<file path="config.mk">
export PLATFORM = sky130hd
export DESIGN_NAME = rx_fifo_filter
export DESIGN_NICKNAME = d
export VERILOG_FILES = /design/src/rtl/rxff_pkg.sv /design/src/rtl/rxff_table.sv /design/src/rtl/rxff_match.sv /design/src/rtl/rxff_prio.sv /design/src/rtl/rx_fifo_filter.sv
export SDC_FILE = /design/constraint.sdc
export NUM_CORES = 1
export LEC_CHECK = 0
export BUFFER_PORTS_ARGS = -buffer_cell sky130_fd_sc_hd__clkbuf_2
export CORE_ASPECT_RATIO = 1.75
export CORE_UTILIZATION = 57
export DETAILED_ROUTE_END_ITERATION = 8
export GPL_TIMING_DRIVEN = 0
export PLACE_DENSITY = 0.77
export RECOVER_POWER = 50
export SLEW_MARGIN = 20
export SYNTH_ARGS = -nofsm -noshare
export SYNTH_HDL_FRONTEND = slang
export SYNTH_SLANG_ARGS = --single-unit
</file>
<file path="constraint.sdc">
create_clock -name clk_i -period 3 [get_ports clk_i]
set_input_delay 0.15 -clock clk_i [delete_from_list [all_inputs] [get_ports clk_i]]
set_output_delay 0.15 -clock clk_i [all_outputs]
set_load 0.005 [all_outputs]
</file>
<file path="src/rtl/rxff_pkg.sv">
package rxff_pkg;
  typedef enum logic [1:0] {
    FMT_EXT   = 2'd0,
    FMT_STD   = 2'd1,
    FMT_SLICE = 2'd2,
    FMT_NONE  = 2'd3
  } rxff_fmt_e;

  localparam int unsigned ID_W   = 29;
  localparam int unsigned WORD_W = 32;

  typedef struct packed {
    logic [ID_W-1:0] id;
    logic            ide;
    logic            rtr;
  } rxff_frame_t;
endpackage

</file>
<file path="src/rtl/rxff_table.sv">
module rxff_table
  import rxff_pkg::*;
#(
  parameter  int unsigned NUM_ENT = 8,
  localparam int unsigned AW      = $clog2(NUM_ENT)
) (
  input  logic                           clk_i,
  input  logic                           rst_ni,
  input  logic                           we_i,
  input  logic                           sel_i,
  input  logic [AW-1:0]                  addr_i,
  input  logic [WORD_W-1:0]              wdata_i,
  output logic [NUM_ENT-1:0][WORD_W-1:0] flt_o,
  output logic [NUM_ENT-1:0][WORD_W-1:0] msk_o
);
  for (genvar e = 0; e < NUM_ENT; e++) begin : g_ent
    logic hit_addr;
    assign hit_addr = we_i && (addr_i == AW'(e));

    always_ff @(posedge clk_i or negedge rst_ni) begin
      if (!rst_ni) begin
        flt_o[e] <= '0;
        msk_o[e] <= '0;
      end else if (hit_addr) begin
        if (sel_i) msk_o[e] <= wdata_i;
        else       flt_o[e] <= wdata_i;
      end
    end
  end
endmodule

</file>
<file path="src/rtl/rxff_match.sv">
module rxff_match
  import rxff_pkg::*;
#(
  parameter  int unsigned NUM_ENT = 8,
  localparam int unsigned NUM_SUB = 4 * NUM_ENT
) (
  input  rxff_frame_t                    frame_i,
  input  rxff_fmt_e                      fmt_i,
  input  logic [NUM_ENT-1:0][WORD_W-1:0] flt_i,
  input  logic [NUM_ENT-1:0][WORD_W-1:0] msk_i,
  output logic [NUM_SUB-1:0]             hit_vec_o
);
  logic [10:0]          std_id;
  logic [WORD_W-1:0]    key_ext;
  logic [15:0]          key_std;
  logic [7:0]           key_slc;
  logic [NUM_ENT-1:0]   m_ext;
  logic [2*NUM_ENT-1:0] m_std;
  logic [NUM_SUB-1:0]   m_slc;

  // extended frames present their top 11 identifier bits to standard filters
  assign std_id  = frame_i.ide ? frame_i.id[28:18] : frame_i.id[10:0];
  assign key_ext = {frame_i.rtr, frame_i.ide, 1'b0, frame_i.id};
  assign key_std = {frame_i.rtr, frame_i.ide, 3'b000, std_id};
  assign key_slc = frame_i.ide ? frame_i.id[28:21] : frame_i.id[10:3];

  for (genvar e = 0; e < NUM_ENT; e++) begin : g_ent
    assign m_ext[e] = ((flt_i[e] ^ key_ext) & msk_i[e]) == '0;

    for (genvar s = 0; s < 2; s++) begin : g_std
      localparam int unsigned HI = 31 - 16 * s;
      assign m_std[2*e+s] = ((flt_i[e][HI -: 16] ^ key_std) & msk_i[e][HI -: 16]) == '0;
    end

    for (genvar s = 0; s < 4; s++) begin : g_slc
      localparam int unsigned HI = 31 - 8 * s;
      assign m_slc[4*e+s] = ((flt_i[e][HI -: 8] ^ key_slc) & msk_i[e][HI -: 8]) == '0;
    end
  end

  always_comb begin
    unique case (fmt_i)
      FMT_EXT:   hit_vec_o = NUM_SUB'(m_ext);
      FMT_STD:   hit_vec_o = NUM_SUB'(m_std);
      FMT_SLICE: hit_vec_o = m_slc;
      default:   hit_vec_o = '0;
    endcase
  end
endmodule

</file>
<file path="src/rtl/rxff_prio.sv">
module rxff_prio #(
  parameter  int unsigned WIDTH = 32,
  localparam int unsigned IDX_W = $clog2(WIDTH)
) (
  input  logic [WIDTH-1:0] req_i,
  output logic             any_o,
  output logic [IDX_W-1:0] idx_o
);
  // scan downward so the lowest set bit wins
  always_comb begin
    idx_o = '0;
    for (int i = WIDTH - 1; i >= 0; i--) begin
      if (req_i[i]) idx_o = IDX_W'(i);
    end
  end

  assign any_o = |req_i;
endmodule

</file>
<file path="src/rtl/rx_fifo_filter.sv">
module rx_fifo_filter
  import rxff_pkg::*;
#(
  parameter  int unsigned NUM_ENT = 8,
  localparam int unsigned AW      = $clog2(NUM_ENT),
  localparam int unsigned NUM_SUB = 4 * NUM_ENT,
  localparam int unsigned IDX_W   = $clog2(NUM_SUB)
) (
  input  logic              clk_i,
  input  logic              rst_ni,
  input  logic              fifo_en_i,
  input  logic [1:0]        fmt_i,
  input  logic              cfg_we_i,
  input  logic              cfg_sel_i,
  input  logic [AW-1:0]     cfg_addr_i,
  input  logic [WORD_W-1:0] cfg_wdata_i,
  input  logic              frm_valid_i,
  input  logic [ID_W-1:0]   frm_id_i,
  input  logic              frm_ide_i,
  input  logic              frm_rtr_i,
  output logic              res_valid_o,
  output logic              res_accept_o,
  output logic [IDX_W-1:0]  res_hit_o
);
  logic [NUM_ENT-1:0][WORD_W-1:0] flt;
  logic [NUM_ENT-1:0][WORD_W-1:0] msk;

  logic        s1_vld_q;
  logic        s1_en_q;
  rxff_fmt_e   s1_fmt_q;
  rxff_frame_t s1_frm_q;

  logic [NUM_SUB-1:0] hit_vec;
  logic               any_hit;
  logic [IDX_W-1:0]   hit_idx;
  logic               accept_d;

  rxff_table #(.NUM_ENT(NUM_ENT)) i_table (
    .clk_i   (clk_i),
    .rst_ni  (rst_ni),
    .we_i    (cfg_we_i),
    .sel_i   (cfg_sel_i),
    .addr_i  (cfg_addr_i),
    .wdata_i (cfg_wdata_i),
    .flt_o   (flt),
    .msk_o   (msk)
  );

  // stage 1: capture frame with the format and enable in force at its strobe
  always_ff @(posedge clk_i or negedge rst_ni) begin
    if (!rst_ni) begin
      s1_vld_q <= 1'b0;
      s1_en_q  <= 1'b0;
      s1_fmt_q <= FMT_NONE;
      s1_frm_q <= '0;
    end else begin
      s1_vld_q <= frm_valid_i;
      if (frm_valid_i) begin
        s1_en_q  <= fifo_en_i;
        s1_fmt_q <= rxff_fmt_e'(fmt_i);
        s1_frm_q <= '{id: frm_id_i, ide: frm_ide_i, rtr: frm_rtr_i};
      end
    end
  end

  rxff_match #(.NUM_ENT(NUM_ENT)) i_match (
    .frame_i   (s1_frm_q),
    .fmt_i     (s1_fmt_q),
    .flt_i     (flt),
    .msk_i     (msk),
    .hit_vec_o (hit_vec)
  );

  rxff_prio #(.WIDTH(NUM_SUB)) i_prio (
    .req_i (hit_vec),
    .any_o (any_hit),
    .idx_o (hit_idx)
  );

  assign accept_d = s1_vld_q && s1_en_q && any_hit;

  // stage 2: registered result
  always_ff @(posedge clk_i or negedge rst_ni) begin
    if (!rst_ni) begin
      res_valid_o  <= 1'b0;
      res_accept_o <= 1'b0;
      res_hit_o    <= '0;
    end else begin
      res_valid_o  <= s1_vld_q;
      res_accept_o <= accept_d;
      res_hit_o    <= accept_d ? hit_idx : '0;
    end
  end
endmodule

</file>
# Yosys cells after proc, flatten, opt, wreduce, memory -nomap -nowiden
# Cells that the tools add are included.
[totals]
reg_bits = 554
inputBits = 74
output_inout_bits = 7
elab_cells = 268
[op_classes]
n_eq_ne = 9
muxes = 36
n_bitwise = 113
n_reduce_logical = 85
[ops]
columns = ["operator", "count"]
rows = [
  ["16-bit AND", 16],
  ["32-bit AND", 8],
  ["8-bit AND", 32],
  ["16-bit logical NOT", 16],
  ["32-bit logical NOT", 8],
  ["8-bit logical NOT", 32],
  ["16-bit XOR", 16],
  ["32-bit XOR", 8],
  ["8-bit XOR", 32],
  ["5-bit two-way mux", 33],
  ["32-bit case mux with 3 select lines", 1],
  ["2-bit AND reduction", 16],
  ["32-bit OR reduction", 1],
  ["3-bit equality test, second input constant", 4],
  ["11-bit two-way mux", 1],
  ["1-bit logical AND", 10],
  ["8-bit two-way mux", 1],
  ["3-bit by 2-bit equality test with 1-bit output, second input constant", 2],
  ["3-bit by 1-bit equality test with 1-bit output, second input constant", 1],
  ["3-bit logical NOT", 1],
  ["2-bit by 1-bit equality test with 1-bit output, second input constant", 1],
  ["2-bit equality test, second input constant", 1],
  ["2-bit logical NOT", 1],
  ["1-bit NOT", 1],
]

# Longest topological paths before layout
# Gate-level depths: netlist (run 1).
[logic_depth]
word_depth = 38
mapped_depth = 14

# Hierarchy
# A second synthesis (run 1) with hierarchy kept.
[unflattened]
hier_cells = 2598
area_unflattened_um2 = 31616.6
[modules_own_cells]
columns = ["module", "n_inst", "cells_each", "area_per_inst_um2", "seq_area_each_um2"]
rows = [
  ["rxff_table", 1, 1134, 19087.1, 12812.3],
  ["rxff_match", 1, 1313, 10473.8, 0.0],
  ["rx_fifo_filter", 1, 86, 1670.4, 1053.5],
  ["rxff_prio", 1, 65, 385.4, 0.0],
]

# Least setup slack after synthesis (run 1)
# OpenSTA, ideal clock, no wires.
[synth_timing]
path_kind = "flip-flop to flip-flop"
start = "reg s1_frm_q[1] (netlist name)"
end = "reg res_hit_o[2]"
setup_ns = 0.136
arrival_time_ns = 2.721
t_required_ns = 2.864
setup_slack_ns = 0.143
path_stages_with_launch = 13
cell_sequence = "dfrtp_1 > buf_12 > mux2i_4 > buf_6 > buf_8 > xnor2_1 > a221oi_1 > and3_4 > nor4_2 > and4_1 > or3b_1 > o2111ai_1 > nor4b_2"
[synth_between]
elab_chain_cells = 38
[synth_lines]
columns = ["element", "line_no", "text"]
rows = [
  ["start, declared", "rx_fifo_filter.sv:31", "rxff_frame_t s1_frm_q;"],
  ["start signal, assigned", "rx_fifo_filter.sv:61", "s1_frm_q <= '{id: frm_id_i, ide: frm_ide_i, rtr: frm_rtr_i};"],
  ["8-bit two-way mux", "rxff_match.sv:25", "assign key_slc = frame_i.ide ? frame_i.id[28:21] : frame_i.id[10:3];"],
  ["8-bit XOR", "rxff_match.sv:37", "assign m_slc[4*e+s] = ((flt_i[e][HI -: 8] ^ key_slc) & msk_i[e][HI -: 8]) == '0;"],
  ["8-bit AND", "rxff_match.sv:37", ""],
  ["8-bit logical NOT", "rxff_match.sv:37", ""],
  ["32-bit case mux with 3 select lines (*)", "rxff_match.sv:42", "unique case (fmt_i)"],
  ["5-bit two-way mux (32 in a row)", "rxff_prio.sv:13", "if (req_i[i]) idx_o = IDX_W'(i);"],
  ["5-bit two-way mux (*)", "rx_fifo_filter.sv:91", "res_hit_o <= accept_d ? hit_idx : '0;"],
  ["end signal, assigned", "rx_fifo_filter.sv:91", ""],
  ["end, declared", "rx_fifo_filter.sv:23", "output logic [IDX_W-1:0] res_hit_o"],
]
# Every way passes the cells marked *; elsewhere a longest branch is shown, timed or not.
# A chain may end at the register's enable or synchronous reset.

# Worst setup path in the final report (run 1)
# Ends and elaborated chain as after synthesis.

==> metrics.yaml, run 1 <==
logic_synthesis:
  ys_types: 62
  ys.flop_type: "dfrtp_1"
  synth_nets: 2686
  synth_top_cell_area_share_pct: 43.5
  netlist_instances: 2612
  seq_area_frac_synth_pct: 43.6
  synth_edf_count: 0
  async_flop_share_pct: 100
  yosys.cell_count.top_type: "dfrtp_1"
  synth_top_area_cell: "dfrtp_1"
  syn_avg_cell_area_um2: 12.2
  yosys_warnings: 0
  ys_seq_elements: 554
  synthTopCellsByCount: "dfrtp_1 (552), mux2_2 (547), xnor2_1 (425)"
  synthTopCellsByArea: "dfrtp_1 (43%), mux2_2 (19%), xnor2_1 (12%)"
  synth_area_um2: 31800
run:
  drv_cap: 1
finish:
  multi_input_area_um2: 17200
  drive_gt1_share_pct: 34.3
  n_fill_cell: 4109
  seqCellArea_um2: 13900
  nNetsFinal: 2991
  area_delta_synth_final_pct: 18.3
  final_util_pct: 68.1
hold_path:
  hold_path_startpoint: "cfg_wdata_i[0]"
  whs_path_depth: 2
  hp-class: "in -> reg"
  holdPathEnd: "i_table.flt_o[224]"
sta:
  min_period_ns: 3.89
  tightest_slew_ns: 1.56
  period_share_pct: 130
  max_freq_ghz: 0.257
  rsz0062_at_grt: "true"
  finClkSkew_ns: 0.0314
  slew_violations: 60
  finalSetupViolCount: 6
  slew_headroom_pct: -4.31
  hold_viol: 0
  postLayoutSetupSlackWorst_ns: -0.891
detailed_routing:
  viasPerCell: 7.31
  dr.first_iter.drc_count: 3631
  vias: 26800
  finalWirelength_mm: 148
  wl_per_cell_um: 40.4
  antenna_left: 0
  route.detailed.drc: 0
  first_pass_iters: 9
floorplan:
  io_pins: 81
  die_height_um: 314
  coreArea_um2: 55200
  start_util_pct: 57.6
  rows: 114
  die_x_um: 181
  die_area_um2: 56700
power:
  power_density_nw_per_um2: 808
  p_leak_nw: 15.6
  vdd_drop_max_mv: 0.523
  total_power_w: 0.0304
critical_path:
  crit_top_cell: "buf_12"
  crit_fanout: 5
  crit_path_top_delay_cell: "a222oi_1"
  rrSetupSlack_ns: -0.89
  critPathMaxStageDelay_ns: 0.91
  cp_cell_sequence: "buf_12 > mux2i_4 > buf_12 > buf_16 > xnor2_2 > a222oi_1 > nand4_1 > nand2_1 > nor2_4 > and4_4 > or3b_4 > o2111ai_4 > nor4b_4"
  reg2reg_to: "res_hit_o[2]"
  critPathTopFamily: "simple AND/OR/NAND/NOR gates"
  path_buf_inv: 3
  timing.rr.start: "s1_frm_q[1]"
  critPathLaunchType: "flop"
  crit_type: "reg -> reg"
  required_ns: 3.53
  cp.arrival_ns: 4.42
  worstRegToRegCells: 13
  crit_path_end_kind: "flop"
clock_network:
  clock-sinks: 554
  root_buffer: "clkbuf_16"
  clkTransAtPathRegs_ns: 0.07
  clockBufferDepth: 3
  clk-insertion-delay-late_ns: 0.67
  cts_tree: "yes"
  cts-buffers-inserted: 52
  htree_levels: 2
run_status:
  outcome: "finished, violations left"
  violations: "capacitance limit, slew limit, setup timing"
global_routing:
  grt_start_max_net_pins: 92
  grt_pass1_vias: 26500
  grt_antenna_before_repair: 16
  grt_pass1_wl_mm: 205
  grtUsageTotal_pct: 53.0
  grt_overflow: 0
placed_design:
  gp_congestion: 1.12
  hpwl_mm: 97.5
  io_buffers: 80
worst register-to-register path: cells and delay by family, from the launching register on:
family	cells	cell delay, ns
AOI/OAI and AO/OA	2	1.06
DFF	1	0.41
and+or+nand+nor	6	1.37
buffers and inverters	3	0.49
xor gates and xnor gates	1	0.08
muxes	1	0.34
cells in the final DEF, fill, tap and decap left out, drive strengths merged, types with 4 or more instances in the layout:
cell type    count
clkbuf         234
o211ai           4
nand2b          16
nand2           60
o21ai           11
nor2            23
xor2           264
nor2b            5
a221oi          57
inv              4
diode           13
a21oi           48
xnor2          425
a222oi          36
mux2i           15
dlygate4sd3     43
dfrtp          552
and3             6
bufinv           9
buf            216
mux2           547
clkinv          14
or4              6
nand4           47
nor4             6
a22o            37
nand3           50
a22oi          182
a211oi           6
a2111oi          4
worst max-delay path by stage:
stage | startpoint | to | slack [ns] | cells past startpoint
after floorplan | s1_frm_q[1] | res_hit_o[2] | 0.14 | 12
after global placement | rst_ni | i_table.flt_o[30] | -10.74 | 1
after detailed placement | s1_fmt_q[0] | res_hit_o[0] | -2.21 | 10
after CTS | s1_frm_q[1] | res_hit_o[0] | -0.69 | 13
after global routing | s1_frm_q[1] | res_hit_o[2] | -0.79 | 13
final | s1_frm_q[1] | res_hit_o[2] | -0.89 | 13
timing repair:
action                                  4_1_cts  5_1_grt
pin swaps                                    27       35
hold endpoints to repair                    125        1
hold buffers                                 42        1
endpoints found under the setup margin        6        6
resized for setup                           153       64
cloned                                        1        0
setup buffers                                84       31
power breakdown:
group / internal (W) / switching (W) / leakage [nW]
registers: 0.00914 / 0.00261 / 6.78
clock network: 0.00432 / 0.00323 / 0.942
logic: 0.00538 / 0.00568 / 7.86
state kept, by name, indices dropped and copies added (netlist names):
name / count
i_table.msk_o: 256
s1_en_q: 1
s1_frm_q: 31
s1_vld_q: 1
res_hit_o: 5
i_table.flt_o: 256
res_accept_o: 1
s1_fmt_q: 2
res_valid_o: 1
metal layers:
metal	GRT usage [%]	vias to the layer above	wire, µm
met1	56.5	13400	46500
met5	0	-	24
met4	54.4	4	19800
li1	-	10100	-
met2	76.8	2258	62200
met3	22.6	986	19700
layout make-up:
| type | count | share of cell area, % |
|---|---|---|
| clock inverter | 27 | 1.09 |
| sequential | 554 | 36.9 |
| clock buffer | 70 | 4.01 |
| multi-input combinational | 1883 | 45.9 |
| antenna | 13 | 0.0865 |
| tap | 696 | 2.32 |
| buffer | 170 | 4.11 |
| inverter | 3 | 0.0300 |
| timing repair buffer | 253 | 5.56 |
kinds of logic (layout without fill, tap and decap cells):
logic type             Yosys count  count (layout)  synth area share [%]
buffers and inverters          175             523                  3.42
AO/OA/AOI/OAI                  400             400                  9.79
other                            0              13                     0
multiplexers                   562             562                  20.3
AND/OR/NAND/NOR                232             232                  3.89
XOR/XNOR                       689             689                  19.0
flip-flops                     554             554                  43.6
stage by stage:
| step | worst slack, ns | hold slack, ns | setup TNS, ns | instance area, µm² | std cells |
|---|---|---|---|---|---|
| after floorplan | 0.143 | -0.146 | 0 | 31800 | 2612 |
| after global placement | -10.74 | 0.274 | -5878.45 | 33100 | 3388 |
| after detailed placement | -2.21 | 0.187 | -11.26 | 33400 | 3402 |
| after CTS | -0.692 | 0.00104 | -3.38 | 37100 | 3624 |
| after global routing | -0.794 | 0.0117 | -30.52 | 37600 | 3656 |
| final | -0.891 | 0.0432 | -4.40 | 37600 | 3669 |
No activity file was read; power rests on OpenSTA's default activity.
==> run 2: changes to the inputs <==
Clock period 3 ns to 3.2 ns, I/O delays scaled along.
==> metrics.yaml, run 2 (synthesized netlist as in run 1, its figures left out) <==
run_status:
  outcome: "finished, violations left"
  violations: "capacitance limit, slew limit, setup timing"
clock_network:
  clkTransAtPathRegs_ns: 0.07
  htree_levels: 2
  clockBufferDepth: 3
  root_buffer: "clkbuf_16"
  cts_tree: "yes"
  clock-sinks: 554
  cts-buffers-inserted: 52
  clk-insertion-delay-late_ns: 0.68
placed_design:
  hpwl_mm: 97.5
  gp_congestion: 1.12
  preCtsSetupSlack_ns: -2.01
  io_buffers: 80
  placed_area_um2: 33400
global_routing:
  met1_usage_pct: 56.5
  grt_pass1_wl_mm: 205
  grtUsageTotal_pct: 52.9
  grt_antenna_before_repair: 16
  grt_pass1_vias: 26500
  grt_start_max_net_pins: 92
  busiest_layer: "met2"
  grtUsageMet3_pct: 22.6
  use_met2_pct: 76.8
  grt_overflow: 0
critical_path:
  required_ns: 3.69
  crit_type: "reg -> reg"
  reg2reg_to: "res_hit_o[0]"
  timing.rr.start: "s1_frm_q[1]"
  crit_fanout: 5
  cp.arrival_ns: 4.46
  crit_start: "s1_frm_q[1]"
  critPathLaunchType: "flop"
  worstRegToRegCells: 13
  rrSetupSlack_ns: -0.77
  endpoint: "res_hit_o[0]"
  crit_path_end_kind: "flop"
sta:
  hold_slack_ns: 0.0374
  period_share_pct: 124
  slew_headroom_pct: -5.36
  hold_viol: 0
  rsz0062_at_grt: "true"
  postLayoutSetupSlackWorst_ns: -0.774
  tightest_slew_ns: 1.58
  finClkSkew_ns: 0.0324
  slew_violations: 60
  finalSetupViolCount: 6
  max_freq_ghz: 0.252
  min_period_ns: 3.97
floorplan:
  die_area_um2: 56700
  rows: 114
  die_x_um: 181
  start_util_pct: 57.6
  die_height_um: 314
  io_pins: 81
  coreArea_um2: 55200
run:
  drv_cap: 1
finish:
  n_fill_cell: 4112
  mostFrequentLayoutCells: "dfrtp_1 (549), mux2_2 (547), xnor2_1 (421)"
  area_delta_synth_final_pct: 18.1
  fin_area_um2: 37500
  nNetsFinal: 2987
  reg_top3: "i_table.flt_o (256), i_table.msk_o (256), s1_frm_q (31)"
  drive_gt1_share_pct: 34.3
  final_common_cell: "dfrtp_1"
power:
  p_int_w: 0.0177
  clockPowerShare_pct: 24.9
  power_frac_comb_pct: 36.4
  switchingPower_w: 0.0108
  swShare_pct: 38.0
  vdd_drop_max_mv: 0.493
  p_seq_share_pct: 38.7
  total_power_w: 0.0285
  p_leak_nw: 15.6
  power_density_nw_per_um2: 758
detailed_routing:
  antenna_left: 0
  viasPerCell: 7.30
  dr.first_iter.drc_count: 3537
  wl_per_cell_um: 40.5
  vias: 26700
  first_pass_iters: 7
  route.detailed.drc: 0
  finalWirelength_mm: 148
hold_path:
  hp-class: "in -> reg"
-- run 2: changes by cell type in the layout (fill, tap and decap cells not counted) --
cell / before / now
dlygate4sd3_1: 43 / 39
clkbuf_1: 69 / 68
clkbuf_2: 91 / 92
diode_2: 13 / 12
-- run 2: worst min-delay path by stage --
stage / from / end / slack (ns) / cells after the start
finish: cfg_wdata_i[5] / i_table.flt_o[101] / 0.04 / 2
CTS: cfg_wdata_i[24] / i_table.msk_o[88] / 0.005 / 2
detailed placement: rst_ni / i_table.msk_o[227] / 0.20 / 1
floorplan: rst_ni / i_table.flt_o[0] / -0.14 / 0
global route: cfg_wdata_i[5] / i_table.flt_o[101] / 0.009 / 2
global placement: frm_valid_i / s1_vld_q / 0.28 / 1
-- run 2: area by class of cell --
type | count | area [µm²] | share of cell area [%]
Clock buffer | 70 | 1510 | 4.02
Clock inverter | 27 | 409 | 1.09
Buffer | 170 | 1550 | 4.12
Tap cell | 696 | 871 | 2.32
Antenna cell | 12 | 30.0 | 0.0800
Sequential cell | 554 | 13900 | 36.9
Timing Repair Buffer | 249 | 2050 | 5.46
Multi-Input combinational cell | 1883 | 17200 | 45.9
Inverter | 3 | 11.3 | 0.0300
-- run 2: through the flow --
step | instances | setup TNS, ns | util (%)
final | 3664 | -3.57 | 68.0
after global routing | 3652 | -9.41 | 68.0
after CTS | 3621 | -2.18 | 67.2
after detailed placement | 3402 | -10.06 | 60.6
after global placement | 3388 | -5771.99 | 59.9
after floorplan | 2612 | 0 | -
-- run 2: power groups by stage --
stage | logic, W | registers (W) | clock network [W]
floorplan | 0.00624 | 0.0101 | 0
global placement | 0.00853 | 0.0109 | 0
detailed placement | 0.00879 | 0.0109 | 0
CTS | 0.00957 | 0.0109 | 0.00705
global route | 0.0107 | 0.0111 | 0.00729
finish | 0.0104 | 0.0110 | 0.00708
-- run 2: repair_timing --
action	4_1_cts	5_1_grt
gates cloned	1	0
hold buffers	39	0
pin swaps	27	35
endpoints found under the setup margin	6	6
endpoints found under the hold margin	112	0
resized for setup	153	64
buffers inserted	84	31
-- run 2: worst max-delay path, cell delays in order (launching register included) --
cell and delay [ns]:
dfrtp_2 0.44, buf_12 0.16, mux2i_4 0.22, buf_12 0.17, buf_16 0.15, xnor2_2 0.13
a222oi_1 0.99, nand4_1 0.25, buf_4 0.21, nor2b_4 0.12, a311oi_4 0.07, o211a_1 0.31
o311ai_4 0.32, a2111oi_4 0.19
-- run 2: routing by layer --
metal,routed length (µm),part of all wire [%],vias to the layer above
li1,-,-,10100
met1,46200,31,13300
met2,61700,42,2243
met3,20200,14,1049
met4,20100,14,6
met5,36,0.024,-
